`src/rtl/rtc_shadow_pkg.sv`:
```
package rtc_shadow_pkg;

  localparam int OFF_LIVE_SEC   = 'h08;
  localparam int OFF_SHADOW_SEC = 'h0C;
  localparam int OFF_MILLIS     = 'h10;

  typedef enum logic [1:0] {
    SEL_NONE   = 2'd0,
    SEL_SEC    = 2'd1,
    SEL_SHADOW = 2'd2,
    SEL_MS     = 2'd3
  } rd_sel_e;

  typedef struct packed {
    logic    msInc;
    logic    msClr;
    logic    secInc;
    logic    shadowLd;
    rd_sel_e rdSel;
  } rtc_strobe_t;

endpackage

```
`src/rtl/rtc_shadow_ctrl.sv`:
```
module rtc_shadow_ctrl
  import rtc_shadow_pkg::*;
#(
  parameter int ADDR_W = 8
) (
  input  logic              tick,
  input  logic              rdEn,
  input  logic [ADDR_W-1:0] rdAddr,
  input  logic              msAtLast,
  output rtc_strobe_t       strobe
);

  logic hitSec;
  logic hitShadow;
  logic hitMs;

  assign hitSec    = rdEn && (rdAddr == ADDR_W'(OFF_LIVE_SEC));
  assign hitShadow = rdEn && (rdAddr == ADDR_W'(OFF_SHADOW_SEC));
  assign hitMs     = rdEn && (rdAddr == ADDR_W'(OFF_MILLIS));

  always_comb begin
    strobe          = '0;
    strobe.msInc    = tick && !msAtLast;
    strobe.msClr    = tick && msAtLast;
    strobe.secInc   = tick && msAtLast;
    strobe.shadowLd = hitMs;
    if (hitSec)         strobe.rdSel = SEL_SEC;
    else if (hitShadow) strobe.rdSel = SEL_SHADOW;
    else if (hitMs)     strobe.rdSel = SEL_MS;
    else                strobe.rdSel = SEL_NONE;
  end

endmodule

```
`src/rtl/rtc_shadow_dp.sv`:
```
module rtc_shadow_dp
  import rtc_shadow_pkg::*;
#(
  parameter int SEC_W      = 32,
  parameter int MS_PER_SEC = 1000,
  parameter int DATA_W     = 32,
  localparam int MS_W      = $clog2(MS_PER_SEC)
) (
  input  logic              clk,
  input  logic              rst,
  input  rtc_strobe_t       strobe,
  output logic              msAtLast,
  output logic [MS_W-1:0]   msVal,
  output logic [SEC_W-1:0]  secVal,
  output logic [SEC_W-1:0]  shadowVal,
  output logic [DATA_W-1:0] rdData
);

  logic [MS_W-1:0]   msQ;
  logic [SEC_W-1:0]  secQ;
  logic [SEC_W-1:0]  shadowQ;
  logic [DATA_W-1:0] rdQ;
  logic [DATA_W-1:0] rdNext;

  assign msAtLast = (msQ == MS_W'(MS_PER_SEC - 1));

  always_comb begin
    unique case (strobe.rdSel)
      SEL_SEC:    rdNext = DATA_W'(secQ);
      SEL_SHADOW: rdNext = DATA_W'(shadowQ);
      SEL_MS:     rdNext = DATA_W'(msQ);
      default:    rdNext = '0;
    endcase
  end

  always_ff @(posedge clk) begin
    if (rst) begin
      msQ     <= '0;
      secQ    <= '0;
      shadowQ <= '0;
      rdQ     <= '0;
    end else begin
      if (strobe.msClr)         msQ <= '0;
      else if (strobe.msInc)    msQ <= msQ + 1'b1;
      if (strobe.secInc)        secQ <= secQ + 1'b1;
      if (strobe.shadowLd)      shadowQ <= secQ;
      rdQ <= rdNext;
    end
  end

  assign msVal     = msQ;
  assign secVal    = secQ;
  assign shadowVal = shadowQ;
  assign rdData    = rdQ;

endmodule

```
`src/rtl/rtc_shadow_timer.sv`:
```
module rtc_shadow_timer
  import rtc_shadow_pkg::*;
#(
  parameter int SEC_W      = 32,
  parameter int MS_PER_SEC = 1000,
  parameter int ADDR_W     = 8,
  parameter int DATA_W     = 32,
  localparam int MS_W      = $clog2(MS_PER_SEC)
) (
  input  logic              clk,
  input  logic              rst,
  input  logic              tick,
  input  logic              rdEn,
  input  logic [ADDR_W-1:0] rdAddr,
  output logic [DATA_W-1:0] rdData
);

  rtc_strobe_t      strobe;
  logic             msAtLast;
  logic [MS_W-1:0]  msVal;
  logic [SEC_W-1:0] secVal;
  logic [SEC_W-1:0] shadowVal;

  rtc_shadow_ctrl #(.ADDR_W(ADDR_W)) u_ctrl (
    .tick     (tick),
    .rdEn     (rdEn),
    .rdAddr   (rdAddr),
    .msAtLast (msAtLast),
    .strobe   (strobe)
  );

  rtc_shadow_dp #(
    .SEC_W      (SEC_W),
    .MS_PER_SEC (MS_PER_SEC),
    .DATA_W     (DATA_W)
  ) u_dp (
    .clk       (clk),
    .rst       (rst),
    .strobe    (strobe),
    .msAtLast  (msAtLast),
    .msVal     (msVal),
    .secVal    (secVal),
    .shadowVal (shadowVal),
    .rdData    (rdData)
  );

endmodule

```
`config.mk`:
```
export PLATFORM = sky130hd
export DESIGN_NAME = rtc_shadow_timer
export DESIGN_NICKNAME = d
export VERILOG_FILES = /design/src/rtl/rtc_shadow_pkg.sv /design/src/rtl/rtc_shadow_ctrl.sv /design/src/rtl/rtc_shadow_dp.sv /design/src/rtl/rtc_shadow_timer.sv
export SDC_FILE = /design/constraint.sdc
export NUM_CORES = 1
export LEC_CHECK = 0
export BUFFER_PORTS_ARGS = -buffer_cell sky130_fd_sc_hd__clkbuf_2
export CORE_MARGIN = 2
export CORE_UTILIZATION = 60
export CTS_CLUSTER_SIZE = 30
export DETAILED_ROUTE_END_ITERATION = 12
export PLACE_DENSITY_LB_ADDON = 0.08
export RECOVER_POWER = 25
export SYNTH_ARGS = -nofsm -noshare
export SYNTH_HDL_FRONTEND = slang
export SYNTH_HIERARCHICAL = 1
export SYNTH_SLANG_ARGS = --single-unit
```
`constraint.sdc`:
```
create_clock -name clk -period 4.2 [get_ports clk]
set_input_delay 0 -clock clk [delete_from_list [all_inputs] [get_ports clk]]
set_output_delay 0 -clock clk [all_outputs]
set_load 0.02 [all_outputs]
```
==> impl_metrics.env <==
export IMPL_status="complete, but fails checks"
export IMPL_violations="capacitance limit, slew limit"
export IMPL_vdd_ir_drop_worst_v=0.0002244
export IMPL_hpwl_um=5396
export IMPL_fin_crit_ns=3.208
export IMPL_synth_largest_area_cell="dfxtp_1"
export IMPL_clk_latency_ns=0.36
export IMPL_via_per_inst=5.593
export IMPL_worstPathArrival_ns=3.50
export IMPL_cp_max_fo=17
export IMPL_fin_crit_sh_pct=76.39
export IMPL_drt_pass1_iterations=5
export IMPL_syn_nets=480
export IMPL_grt_pass1_wl_um=13660
export IMPL_synthTopCellsByArea="dfxtp_1 49%, mux2i_1 7.8%, nor2_1 7.4%, a22oi_1 5.5%, mux2_2 2.8%"
export IMPL_synth_cells=466
export IMPL_layout_setup_ws_ns=0.9917
export IMPL_antenna_found_initial=0
export IMPL_drt_antenna_violating_nets=0
export IMPL_grt_pass1_vias=2953
export IMPL_grt_overflow=0
export IMPL_worst_clock_skew_ns=0.01145
export IMPL_cts_setup_buffers=0
export IMPL_die_h_um=89.17
export IMPL_postCtsHoldBufs=0
export IMPL_finalNonFillerCells=595
export IMPL_ys_dominant_reg_cell="dfxtp_1"
export IMPL_worst_setup_path_end_kind="register"
export IMPL_numPortBuffers=43
export IMPL_multi_input_area_um2=2021
export IMPL_synth_area_per_cell_um2=9.338
export IMPL_core_um2=7137
export IMPL_cpPeakStageDelay_ns=0.81
export IMPL_seq_area_um2=2122
export IMPL_drv_slew=33
export IMPL_setup_tns_ns=0
export IMPL_cts_htree_levels=3
export IMPL_fin_nets=505
export IMPL_slew_headroom_pct=-64.07
export IMPL_clkSinkCount=106
export IMPL_drt_initial_drc_count=221
export IMPL_hold_class="in2reg"
export IMPL_critPathKind="reg2reg"
export IMPL_clock_tree_root_cell="clkbuf_8"
export IMPL_pre_cts_ws_ns=1.024
export IMPL_ios=44
export IMPL_grt_util_all_layers_pct=22.17
export IMPL_path_buf_inv=0
export IMPL_die_area_um2=7950
export IMPL_drive_gt1_share_pct=10.89
export IMPL_cts_buffer_depth=2
export IMPL_p_total_mw=1.636
export IMPL_die_w_um=89.17
export IMPL_seq_area_frac_synth_pct=48.76
export IMPL_syn_to_final_growth_pct=7.964
export IMPL_num_fill_cells=645
export IMPL_synth_area_um2=4352
export IMPL_initial_utilization_pct=60.97
export IMPL_num_vias=3328
export IMPL_worst_slew_pin_transition_ns=2.461
export IMPL_synth_top_area_share_pct=48.76
export IMPL_critPathTopFamily="simple AND/OR/NAND/NOR gates"
export IMPL_drv_cap=1
export IMPL_drc_errors=0
export IMPL_yosys_warnings=6
export IMPL_drt_total_wl_um=8314
export IMPL_path_cells="ha_1 -> nand4bb_1 -> nor4_1 -> and2_1 -> nand4_4 -> or4_1 -> or4_1 -> a21oi_1"
export IMPL_clk_pin_slew_ns=0.10
export IMPL_wire_per_inst_um=13.97
export IMPL_synth_edf_count=0
export IMPL_cp_start_kind="register"
export IMPL_p_leak_nw=1.513
export IMPL_grt_start_max_net_pins=57
export IMPL_max_freq_mhz=311.7
export IMPL_gp_congestion=0.8390
export IMPL_powerDensity_nw_per_um2=348.2
export IMPL_async_reset_ff_share_pct=0
export IMPL_post_route_util_pct=65.83
export IMPL_cp_required_ns=4.49
export IMPL_post_cts_resized=0
export IMPL_rsz0062_at_grt="no"
export IMPL_synth_seq_cells=106
export IMPL_ys_types=39
export IMPL_setup_viol=0
export IMPL_report_final_hold_viol_count=0
export IMPL_post_place_cells=579
export IMPL_core_rowCount=31
export IMPL_numCtsBuffers=9
export IMPL_path_common_cell="or4_1"
export IMPL_slowest_stage="or4_1"
export IMPL_cts_tree="built"
export IMPL_antenna_cells=0
-- worst paths after layout --
path / endpoint / cells past startpoint / from / slack, ns
setup reg to reg: u_dp/secVal[31] / 8 / u_dp/msVal[0] / 0.99
hold / removal: u_dp/msVal[0] / 4 / tick / 0.18
hold reg to reg: u_dp/shadowVal[5] / 2 / u_dp/shadowVal[5] / 0.50
setup / recovery: u_dp/secVal[31] / 8 / u_dp/msVal[0] / 0.99
-- cells in the final DEF, fill, tap and decap left out, types with 2 or more instances in the layout --
cell type / instances
dfxtp_1: 106
nor2_1: 86
clkbuf_1: 34
mux2i_1: 34
a22oi_1: 32
a21oi_1: 20
nand2_1: 17
o21ai_0: 16
or3_1: 14
xnor2_1: 13
clkbuf_8: 11
nand4_1: 11
mux2_2: 11
clkbuf_2: 10
or4_1: 9
nor4_1: 7
inv_1: 7
nand3_1: 7
xor2_1: 7
nor3_1: 5
buf_4: 5
o31ai_1: 4
nor2b_1: 3
or3_2: 3
inv_6: 2
nand2b_1: 2
or2_2: 2
and3_1: 2
ha_1: 2
-- power breakdown --
part / total, mW / leakage [nW] / switching (mW) / internal (mW)
combinational: 0.0352 / 0.566 / 0.0243 / 0.0108
clock: 0.592 / 0.0936 / 0.338 / 0.254
sequential: 1.01 / 0.854 / 0.00276 / 1.01
-- tightest hold or removal path, cell delays in order --
cell and delay [ns]:
clkbuf_2 0.09, nor2b_1 0.20, xnor2_1 0.18, nor2_1 0.04
-- flip-flops by register name, summed over array words and instances, names as in the netlist --
name	count
u_dp/msVal	10
u_dp/rdData	32
u_dp/secVal	32
u_dp/shadowVal	32
-- cells in the mapped netlist, types with 2 or more instances --
cell	n
dfxtp_1	106
nor2_1	86
mux2i_1	34
a22oi_1	32
clkbuf_1	22
a21oi_1	20
nand2_1	17
o21ai_0	16
or3_1	14
xnor2_1	13
mux2_2	11
nand4_1	11
or4_1	9
nor4_1	8
inv_1	7
nand3_1	7
xor2_1	7
buf_6	5
nor3_1	5
nor2b_1	4
o31ai_1	4
buf_1	3
buf_4	3
or3_2	3
and3_1	2
ha_1	2
nand2b_1	2
or2_2	2
-- area by class of cell --
class / count / area share, %
clock buffer: 12 / 3.302
clock inverter: 4 / 0.7190
inverter: 7 / 0.5593
multi-input combinational: 318 / 43.01
sequential: 106 / 45.17
tap: 99 / 2.636
timing repair buffer: 49 / 4.607
-- metal layers --
layer	track usage, %	wire [µm]	vias up
met1	29.64	4047	1556
li1	-	-	1685
met3	6.648	303	15
met4	7.734	139	0
met5	0	0	-
met2	34.28	3824	72
-- metrics by stage --
stage	instance area, µm²	hold WS [ns]
floorplan	4352	0.3187
global placement	4559	0.4143
detailed placement	4559	0.4148
CTS	4748	0.1593
global route	4698	0.1809
finish	4698	0.1771
-- logic make-up after synthesis --
group                    share of synthesized area [%]
AND/OR/NAND/NOR                                  20.44
flip-flops                                       48.76
AO/OA/AOI/OAI                                    10.52
multiplexers                                     10.67
buffers and inverters                            5.003
XOR/XNOR                                         4.025
adder cells (fa/ha/maj)                         0.5750
(Power assumes the default switching activity.)
